File: config.mk
export PLATFORM = sky130hd
export DESIGN_NAME = indirect_win
export DESIGN_NICKNAME = d
export VERILOG_FILES = /design/src/rtl/indirect_win_pkg.sv /design/src/rtl/indirect_win_ptr.sv /design/src/rtl/indirect_win_region.sv /design/src/rtl/indirect_win_ctrl.sv /design/src/rtl/indirect_win.sv
export SDC_FILE = /design/constraint.sdc
export NUM_CORES = 1
export LEC_CHECK = 0
export ABC_AREA = 1
export BUFFER_PORTS_ARGS = -buffer_cell sky130_fd_sc_hd__buf_4
export CAP_MARGIN = 20
export CORE_MARGIN = 8
export CORE_UTILIZATION = 29
export DETAILED_ROUTE_END_ITERATION = 12
export PLACE_DENSITY_LB_ADDON = 0.05
export SLEW_MARGIN = 20
export SYNTH_ARGS = -nofsm -noshare
export SYNTH_HDL_FRONTEND = slang
export SYNTH_SLANG_ARGS = --single-unit
File: constraint.sdc
create_clock -name clk -period 4.9 [get_ports clk]
set_input_delay 0.49 -clock clk [delete_from_list [all_inputs] [get_ports clk]]
set_output_delay 0.49 -clock clk [all_outputs]
set_load 0.01 [all_outputs]
File: src/rtl/indirect_win_pkg.sv
package indirect_win_pkg;
    localparam int WORD_W = 32;
    localparam int BE_W   = WORD_W / 8;

    typedef enum logic [1:0] {
        RGN_RM   = 2'd0,
        RGN_FL   = 2'd1,
        RGN_NONE = 2'd2
    } rgn_e;

    typedef enum logic [1:0] {
        ST_IDLE  = 2'd0,
        ST_ISSUE = 2'd1,
        ST_WAIT  = 2'd2,
        ST_RESP  = 2'd3
    } st_e;
endpackage

File: src/rtl/indirect_win_ptr.sv
module indirect_win_ptr
    import indirect_win_pkg::*;
#(
    parameter int ADDR_W = 20
) (
    input  logic              clk,
    input  logic              rst_n,
    input  logic              load,
    input  logic [WORD_W-1:0] wdata,
    output logic [ADDR_W-1:0] ptr_q
);
    logic unused_hi;
    assign unused_hi = ^wdata[WORD_W-1:ADDR_W];

    always_ff @(posedge clk or negedge rst_n) begin
        if (!rst_n) begin
            ptr_q <= '0;
        end else if (load) begin
            ptr_q <= wdata[ADDR_W-1:0];
        end
    end
endmodule

File: src/rtl/indirect_win_region.sv
module indirect_win_region
    import indirect_win_pkg::*;
#(
    parameter int              ADDR_W  = 20,
    parameter logic [ADDR_W-1:0] RM_LAST = 20'h1FFFF,
    parameter logic [ADDR_W-1:0] FL_BASE = 20'h80000
) (
    input  logic [ADDR_W-1:0] ptr,
    output rgn_e              rgn
);
    always_comb begin
        if (ptr <= RM_LAST)       rgn = RGN_RM;
        else if (ptr >= FL_BASE)  rgn = RGN_FL;
        else                      rgn = RGN_NONE;
    end
endmodule

File: src/rtl/indirect_win_ctrl.sv
module indirect_win_ctrl
    import indirect_win_pkg::*;
#(
    parameter int ADDR_W = 20
) (
    input  logic              clk,
    input  logic              rst_n,
    input  logic              dec_ok,
    input  logic              h_valid,
    input  logic              h_we,
    input  logic [4:0]        h_off,
    input  logic [BE_W-1:0]   h_be,
    input  logic [WORD_W-1:0] h_wdata,
    output logic              h_ready,
    output logic [WORD_W-1:0] h_rdata,
    input  logic [ADDR_W-1:0] ptr_q,
    input  rgn_e              rgn,
    output logic              ptr_load,
    output logic              rm_rd,
    output logic              rm_wr,
    input  logic [WORD_W-1:0] rm_rdata,
    input  logic              rm_ack,
    output logic              fl_rd,
    output logic              fl_wr,
    input  logic [WORD_W-1:0] fl_rdata,
    input  logic              fl_ack,
    output logic [BE_W-1:0]   be_q,
    output logic [WORD_W-1:0] wdata_q
);
    localparam logic [2:0]      WORD_PTR  = 3'd0;
    localparam logic [2:0]      WORD_DATA = 3'd1;
    localparam logic [BE_W-1:0] FULL_BE   = '1;

    st_e               state_q, state_d;
    logic              we_q;
    rgn_e              rgn_q;
    logic [WORD_W-1:0] resp_q, resp_d;
    logic              cap, resp_ld, ack_sel, stb;
    logic [WORD_W-1:0] rd_sel;
    logic              unused_off;

    assign unused_off = ^h_off[1:0];
    assign ack_sel    = (rgn_q == RGN_FL) ? fl_ack : rm_ack;
    assign rd_sel     = (rgn_q == RGN_FL) ? fl_rdata : rm_rdata;

    always_ff @(posedge clk or negedge rst_n) begin
        if (!rst_n) begin
            state_q <= ST_IDLE;
            we_q    <= 1'b0;
            be_q    <= '0;
            wdata_q <= '0;
            rgn_q   <= RGN_NONE;
            resp_q  <= '0;
        end else begin
            state_q <= state_d;
            if (cap) begin
                we_q    <= h_we;
                be_q    <= h_be;
                wdata_q <= h_wdata;
                rgn_q   <= rgn;
            end
            if (resp_ld) resp_q <= resp_d;
        end
    end

    always_comb begin
        state_d  = state_q;
        cap      = 1'b0;
        resp_ld  = 1'b0;
        resp_d   = '0;
        ptr_load = 1'b0;
        unique case (state_q)
            ST_IDLE: begin
                if (h_valid && dec_ok) begin
                    resp_ld = 1'b1;
                    state_d = ST_RESP;
                    case (h_off[4:2])
                        WORD_PTR: begin
                            if (h_we) ptr_load = (h_be == FULL_BE);
                            else      resp_d   = WORD_W'(ptr_q);
                        end
                        WORD_DATA: begin
                            if (rgn != RGN_NONE &&
                                !(rgn == RGN_RM && h_we && h_be != FULL_BE)) begin
                                cap     = 1'b1;
                                resp_ld = 1'b0;
                                state_d = ST_ISSUE;
                            end
                        end
                        default: ;
                    endcase
                end
            end
            ST_ISSUE, ST_WAIT: begin
                if (ack_sel) begin
                    resp_ld = 1'b1;
                    resp_d  = we_q ? '0 : rd_sel;
                    state_d = ST_RESP;
                end else begin
                    state_d = ST_WAIT;
                end
            end
            ST_RESP: state_d = ST_IDLE;
        endcase
    end

    always_comb begin
        stb     = (state_q == ST_ISSUE);
        h_ready = (state_q == ST_RESP);
        h_rdata = h_ready ? resp_q : '0;
        rm_rd   = stb && (rgn_q == RGN_RM) && !we_q;
        rm_wr   = stb && (rgn_q == RGN_RM) &&  we_q;
        fl_rd   = stb && (rgn_q == RGN_FL) && !we_q;
        fl_wr   = stb && (rgn_q == RGN_FL) &&  we_q;
    end
endmodule

File: src/rtl/indirect_win.sv
module indirect_win
    import indirect_win_pkg::*;
#(
    parameter int                ADDR_W  = 20,
    parameter logic [ADDR_W-1:0] RM_LAST = 20'h1FFFF,
    parameter logic [ADDR_W-1:0] FL_BASE = 20'h80000
) (
    input  logic              clk,
    input  logic              pwr_rst_n,
    input  logic              bus_rst_n,
    input  logic              io_base_nz,
    input  logic              io_dec_en,
    input  logic              h_valid,
    input  logic              h_we,
    input  logic [4:0]        h_off,
    input  logic [3:0]        h_be,
    input  logic [31:0]       h_wdata,
    output logic              h_ready,
    output logic [31:0]       h_rdata,
    output logic [ADDR_W-1:0] rm_addr,
    output logic              rm_rd,
    output logic              rm_wr,
    output logic [31:0]       rm_wdata,
    input  logic [31:0]       rm_rdata,
    input  logic              rm_ack,
    output logic [ADDR_W-1:0] fl_addr,
    output logic              fl_rd,
    output logic              fl_wr,
    output logic [3:0]        fl_be,
    output logic [31:0]       fl_wdata,
    input  logic [31:0]       fl_rdata,
    input  logic              fl_ack
);
    logic              rst_n;
    logic              ptr_load;
    logic [ADDR_W-1:0] ptr_q;
    rgn_e              rgn;
    logic [BE_W-1:0]   be_q;
    logic [WORD_W-1:0] wdata_q;

    assign rst_n = pwr_rst_n & bus_rst_n;

    indirect_win_ptr #(.ADDR_W(ADDR_W)) u_ptr (
        .clk(clk), .rst_n(rst_n), .load(ptr_load), .wdata(h_wdata), .ptr_q(ptr_q)
    );

    indirect_win_region #(.ADDR_W(ADDR_W), .RM_LAST(RM_LAST), .FL_BASE(FL_BASE)) u_rgn (
        .ptr(ptr_q), .rgn(rgn)
    );

    indirect_win_ctrl #(.ADDR_W(ADDR_W)) u_ctrl (
        .clk(clk), .rst_n(rst_n), .dec_ok(io_base_nz & io_dec_en),
        .h_valid(h_valid), .h_we(h_we), .h_off(h_off), .h_be(h_be), .h_wdata(h_wdata),
        .h_ready(h_ready), .h_rdata(h_rdata), .ptr_q(ptr_q), .rgn(rgn), .ptr_load(ptr_load),
        .rm_rd(rm_rd), .rm_wr(rm_wr), .rm_rdata(rm_rdata), .rm_ack(rm_ack),
        .fl_rd(fl_rd), .fl_wr(fl_wr), .fl_rdata(fl_rdata), .fl_ack(fl_ack),
        .be_q(be_q), .wdata_q(wdata_q)
    );

    assign rm_addr  = ptr_q;
    assign fl_addr  = ptr_q;
    assign rm_wdata = wdata_q;
    assign fl_wdata = wdata_q;
    assign fl_be    = be_q;
endmodule

==> flow_summary.ini, run 1 <==
[outcome]
status = finished, final reports clean

[finish]
drive_gt1_share_pct = 31.1
area_delta_synth_final_pct = 37.6
n_antenna_cell = 0
finalNonFillerCells = 1161
nets = 1046

[detailed_routing]
drcViolationCount = 0
wl_mm = 19.3
dr.pass1.iters = 4
wl_per_cell_um = 16.6
drt_iter0_drc = 185
avgViaCountPerCell = 4.44
drt.antenna.violating_nets = 0
dr_total_vias = 5153

[synthesis]
syn-num-nets = 865
syn_area_per_cell_um2 = 7.08
yosysSeqAreaShare_pct = 44.1
yosysUniqueCellTypes = 22
ys.warnings.count = 0
synth_cells = 746
syn_area_mm2 = 0.00529
synth_seq_cells = 93

[power]
irDropWorstVdd_v = 0.000242
cellPowerDensity_mw_per_mm2 = 395
total_power_mw = 2.88
p_leak_nw = 4.40

[timing]
timing.setup.tns_ps = 0
max-slew-margin-rel_pct = 49.5
worst_slew_pin_slew_ps = 757
fmax_mhz = 355
finalCritPeriodShare_pct = 57.5
hold_viol = 0
skew_ps = 9.71
rsz0062_at_grt = false
fin_crit_ps = 2820
slew_viol_final = 0
finalSetupViolCount = 0

[grt]
antenna_found_initial = 0
grt_start_max_net_pins = 58
use_met3_pct = 3.38
busiest_layer = met2
grt.met2_usage_pct = 27.8
grtUsageTotal_pct = 16.8
first_global_vias = 5312
grt_pass1_wl_mm = 29.8
use_met1_pct = 21.8
gr-total-overflow = 0

[cts]
numCtsBuffers = 9
insertion_delay_ps = 340
post_cts_resized = 0
cts_max_path_buffers = 2
h-tree-depth = 3
holdBufCountCts = 0
clk_pin_slew_worst_paths_ps = 70
cts_setup_buffers = 0
root_buffer = clkbuf_16
clock_sinks = 93
cts_tree = yes

[placement]
io_buffers = 256
dp_hpwl_mm = 14.1
place_inst = 1145
gp_congestion = 0.773

[floorplan]
rows = 49
initial_utilization_pct = 29.5
dieHeight_um = 151
fp.dieArea_mm2 = 0.0228
io_pins = 259
fp.dieW_um = 151
core-area_mm2 = 0.0179

[run]
max_cap_viol_count = 0

[setup_path]
reg2reg_to = u_ctrl.wdata_q[14]$_DFFE_PN0P_
worstSetupStartpointType = register
path_max_fanout = 39
endpoint_kind = register
crit_end = u_ctrl.wdata_q[14]$_DFFE_PN0P_
cp_cell_sequence = o21bai_1 > nand2_1 > clkinv_1 > nand2_1 > inv_2 > nand2_1 > buf_4 > nand2_1 > nand2_1
rr_startpoint = u_ptr.ptr_q[19]$_DFFE_PN0P_
path_class = reg -> reg
cpMostUsedCell = nand2_1
crit_arrival_ps = 3040
cpPeakStageDelay_ps = 650
reg2reg_depth = 9
critPathRequiredTime_ps = 5130
crit_path_start = u_ptr.ptr_q[19]$_DFFE_PN0P_
crit_path_top_delay_cell = nand2_1
r2r_slack_ps = 2080

[min_path]
hold_class = in -> async
==> cell families (layout without fill, tap and decap cells) <==
group,count (synthesis),count (layout),synth area share (%)
AO/OA/AOI/OAI,36,36,3.46
adder cells (fa/ha/maj),5,5,1.18
buffers and inverters,167,353,16.5
flip-flops,93,93,44.1
AND/OR/NAND/NOR,445,445,34.8
==> sequential cells by signal, summed over array words and instances (netlist names) <==
register        cells
u_ctrl.be_q         4
u_ctrl.we_q         1
u_ctrl.state_q      2
u_ctrl.resp_q      32
u_ptr.ptr_q        20
u_ctrl.wdata_q     32
u_ctrl.rgn_q        2
==> cells in the mapped netlist (all sizes together) <==
| cell | n | area (um^2) |
|---|---|---|
| nand4 | 2 | 12.5 |
| dfrtp | 92 | 2300 |
| clkinv | 1 | 3.75 |
| ha | 5 | 62.6 |
| dfstp | 1 | 26.3 |
| o21bai | 1 | 7.51 |
| a21oi | 13 | 65.1 |
| nor3 | 3 | 15.0 |
| nor2 | 14 | 67.6 |
| nand2 | 312 | 1170 |
| clkbuf | 18 | 67.6 |
| o21ai | 22 | 110 |
| inv | 70 | 263 |
| buf | 78 | 538 |
| nand3 | 114 | 571 |
==> where the power goes <==
part           internal [mW]  switching (mW)
Sequential             0.951           0.119
Combinational          0.454           0.632
Clock                  0.411           0.309
==> worst min-delay path by stage <==
stage | endpoint | slack [ps]
3_3_place_gp | u_ctrl.be_q[3]$_DFFE_PN0P_ | 460
2_1_floorplan | u_ctrl.rgn_q[1]$_DFFE_PN1P_ | 460
5_1_grt | u_ctrl.wdata_q[23]$_DFFE_PN0P_ | 360
4_1_cts | u_ctrl.wdata_q[0]$_DFFE_PN0P_ | 360
6_report | u_ctrl.wdata_q[0]$_DFFE_PN0P_ | 340
3_5_place_dp | u_ctrl.be_q[1]$_DFFE_PN0P_ | 460
==> per-stage QoR <==
stage	util, %	cell area [um^2]	worst slack, ps	hold WS [ps]
4_1_cts	40.6	7270	2000	358
6_report	40.6	7270	2080	337
2_1_floorplan	-	5290	1950	458
3_5_place_dp	39.0	6970	1940	461
3_3_place_gp	39.0	6970	1970	460
5_1_grt	40.6	7270	1750	364
==> cell type report <==
cell class / count / area (um^2)
Clock buffer: 11 / 243
Clock inverter: 5 / 58.8
Fill cell: 1964 / 10600
Inverter: 71 / 269
Multi-Input combinational cell: 486 / 2090
Sequential cell: 93 / 2330
Tap cell: 229 / 287
Timing Repair Buffer: 266 / 2000
==> worst max-delay path, delay by kind of cell (launching register included) <==
family          cells  cell delay, ps
flops               1             560
buf+inv             3            1010
compound gates      1             170
simple gates        5             950
==> placed cells by master (no fill, tap or decap), drive strengths merged <==
cell | Yosys | layout
inv | 70 | 71
ha | 5 | 5
o21ai | 22 | 22
a21oi | 13 | 13
buf | 78 | 266
nor3 | 3 | 3
clkinv | 1 | 2
dfstp | 1 | 1
nand4 | 2 | 2
clkbuf | 18 | 11
bufinv | 0 | 1
dfrtp | 92 | 92
o21bai | 1 | 1
clkinvlp | 0 | 2
nor2 | 14 | 14
nand2 | 312 | 312
nand3 | 114 | 114
==> metal layers <==
metal  share of wire [%]  vias up
met5                   0        -
met4                0.77        0
met3                 5.7       10
met2                  48      151
met1                  46     2376
li1                    -     2616
Note: power is estimated with default switching activity, not from simulation.
==> inputs of run 2 (changes only) <==
==> constraint.sdc (replaced) <==
create_clock -name clk -period 2.9 [get_ports clk]
set_input_delay 0.29 -clock clk [delete_from_list [all_inputs] [get_ports clk]]
set_output_delay 0.29 -clock clk [all_outputs]
set_load 0.01 [all_outputs]
==> run 2 against run 1 <==
Against the previous run:
- register-to-register slack got worse by 1300 ps
- sequential share of layout area decreased by 0.27 points
- core utilization up 0.34 points
- global-route usage decreased by 0.43 points
- clock power grew 69%
- critical path depth decreased by 4
- hold slack worse by 210 ps
- wire length is 0.70% lower
- via count down 0.12%
- largest cell class unchanged
- highest routed layer unchanged
==> flow_summary.ini, run 2 (same netlist as run 1, synthesis figures left out) <==
[timing]
finalCritPeriodShare_pct = 74.1
skew_ps = 6.55
worst_slew_pin_slew_ps = 773
fin_crit_ps = 2150
slew_viol_final = 0
fmax_mhz = 466
timing.setup.tns_ps = 0
max-slew-margin-rel_pct = 48.5
rsz0062_at_grt = false
hold_viol = 0
finalSetupViolCount = 0

[finish]
area_delta_synth_final_pct = 38.8
fillers = 1958
nets = 1051
n_antenna_cell = 0
final_common_cell = nand2_1
reg_top3 = u_ctrl.resp_q x32, u_ctrl.wdata_q x32, u_ptr.ptr_q x20
final_cell_mix = 311 x nand2_1, 269 x buf_4, 114 x nand3_1, 92 x dfrtp_1, 66 x inv_1
drive_gt1_share_pct = 31.5
fin_util_pct = 41.0

[outcome]
status = finished, final reports clean

[floorplan]
io_pins = 259
fp.dieArea_mm2 = 0.0228
rows = 49
initial_utilization_pct = 29.5
core-area_mm2 = 0.0179
dieHeight_um = 151
fp.dieW_um = 151

[detailed_routing]
avgViaCountPerCell = 4.41
dr_total_vias = 5147
wl_per_cell_um = 16.5
drt.antenna.violating_nets = 0
dr.pass1.iters = 4
drt_iter0_drc = 220
drcViolationCount = 0
wl_mm = 19.2

[power]
irDropWorstVdd_v = 0.000278
p_leak_nw = 4.43
cellPowerDensity_mw_per_mm2 = 666

[cts]
cts_tree = yes
cts_max_path_buffers = 2
cts_setup_buffers = 0
root_buffer = clkbuf_16
post_cts_resized = 0
clock_sinks = 93
holdBufCountCts = 0
insertion_delay_ps = 340
clk_pin_slew_worst_paths_ps = 70
numCtsBuffers = 9
h-tree-depth = 3

[min_path]
hold_class = in -> async

[grt]
grt_pass1_wl_mm = 29.0
grtUsageTotal_pct = 16.4
antenna_found_initial = 0
busiest_layer = met2
use_met1_pct = 20.8
first_global_vias = 5190
gr-total-overflow = 0
use_met3_pct = 3.73
grt_start_max_net_pins = 56
grt.met2_usage_pct = 26.8

[setup_path]
rr_startpoint = u_ctrl.state_q[0]$_DFFE_PN0P_
worstSetupStartpointType = register
cp_cell_sequence = inv_1 > nand2_1 > buf_12 > nor3_1 > buf_4
critPathRequiredTime_ps = 2610
crit_path_top_delay_cell = dfstp_2
cpPeakStageDelay_ps = 580
cp_top_family = flip-flops
path_class = reg -> out
path_max_fanout = 24
reg2reg_to = u_ctrl.resp_q[21]$_DFFE_PN0P_
r2r_slack_ps = 820
endpoint_kind = output pin
crit_path_start = u_ctrl.rgn_q[1]$_DFFE_PN1P_
crit_arrival_ps = 1860
reg2reg_depth = 8
path_buf_inv = 3

[placement]
dp_hpwl_mm = 14.3
gp_congestion = 0.767
io_buffers = 256

[run]
max_cap_viol_count = 0
## run 2: changes by cell type in the layout (fill, tap and decap cells not counted), sizes merged
cell    previous run  this run
clkbuf            11        10
inv               71        72
buf              266       271
## run 2: worst max-delay path by stage
stage                                          to  cells after the start
floorplan              u_ctrl.be_q[0]$_DFFE_PN0P_                      2
global placement    u_ctrl.resp_q[20]$_DFFE_PN0P_                      8
detailed placement  u_ctrl.resp_q[31]$_DFFE_PN0P_                      8
CTS                                         fl_rd                      5
global route        u_ctrl.resp_q[22]$_DFFE_PN0P_                      8
finish                                      fl_rd                      5
## run 2: per-stage QoR
stage / area [um^2] / power [mW] / cells / setup slack, ps / hold slack, ps
3_3_place_gp: 7040 / 3.72 / 1150 / 816 / 460
2_1_floorplan: 5290 / 2.97 / 746 / 154 / 423
6_report: 7340 / 4.89 / 1166 / 752 / 126
5_1_grt: 7340 / 5.26 / 1166 / 598 / 162
3_5_place_dp: 7040 / 3.73 / 1150 / 813 / 468
4_1_cts: 7340 / 4.97 / 1166 / 707 / 155
## run 2: worst reg2reg max path, delay by kind of cell, from the launching register on
family | cells | cell delay (ps)
adders and majority gates | 1 | 330
buffers and inverters | 2 | 350
and+or+nand+nor | 5 | 870
DFF | 1 | 410
## run 2: power by group
part | internal, mW | switching (mW)
Combinational | 0.790 | 1.07
Clock | 0.677 | 0.546
Sequential | 1.61 | 0.199
## run 2: layer usage
layer | vias up | part of all wire [%]
li1 | 2623 | -
met4 | 0 | 2.0
met2 | 177 | 47
met1 | 2328 | 44
met3 | 19 | 7.4
met5 | - | 0
## run 2: cell type report
cell class | instances | area [um^2] | area share, %
inverter | 71 | 269 | 3.67
multi-input combinational | 486 | 2090 | 28.5
clock inverter | 6 | 71.3 | 0.972
clock buffer | 10 | 229 | 3.12
sequential | 93 | 2330 | 31.7
tap | 229 | 287 | 3.91
timing repair buffer | 271 | 2060 | 28.1
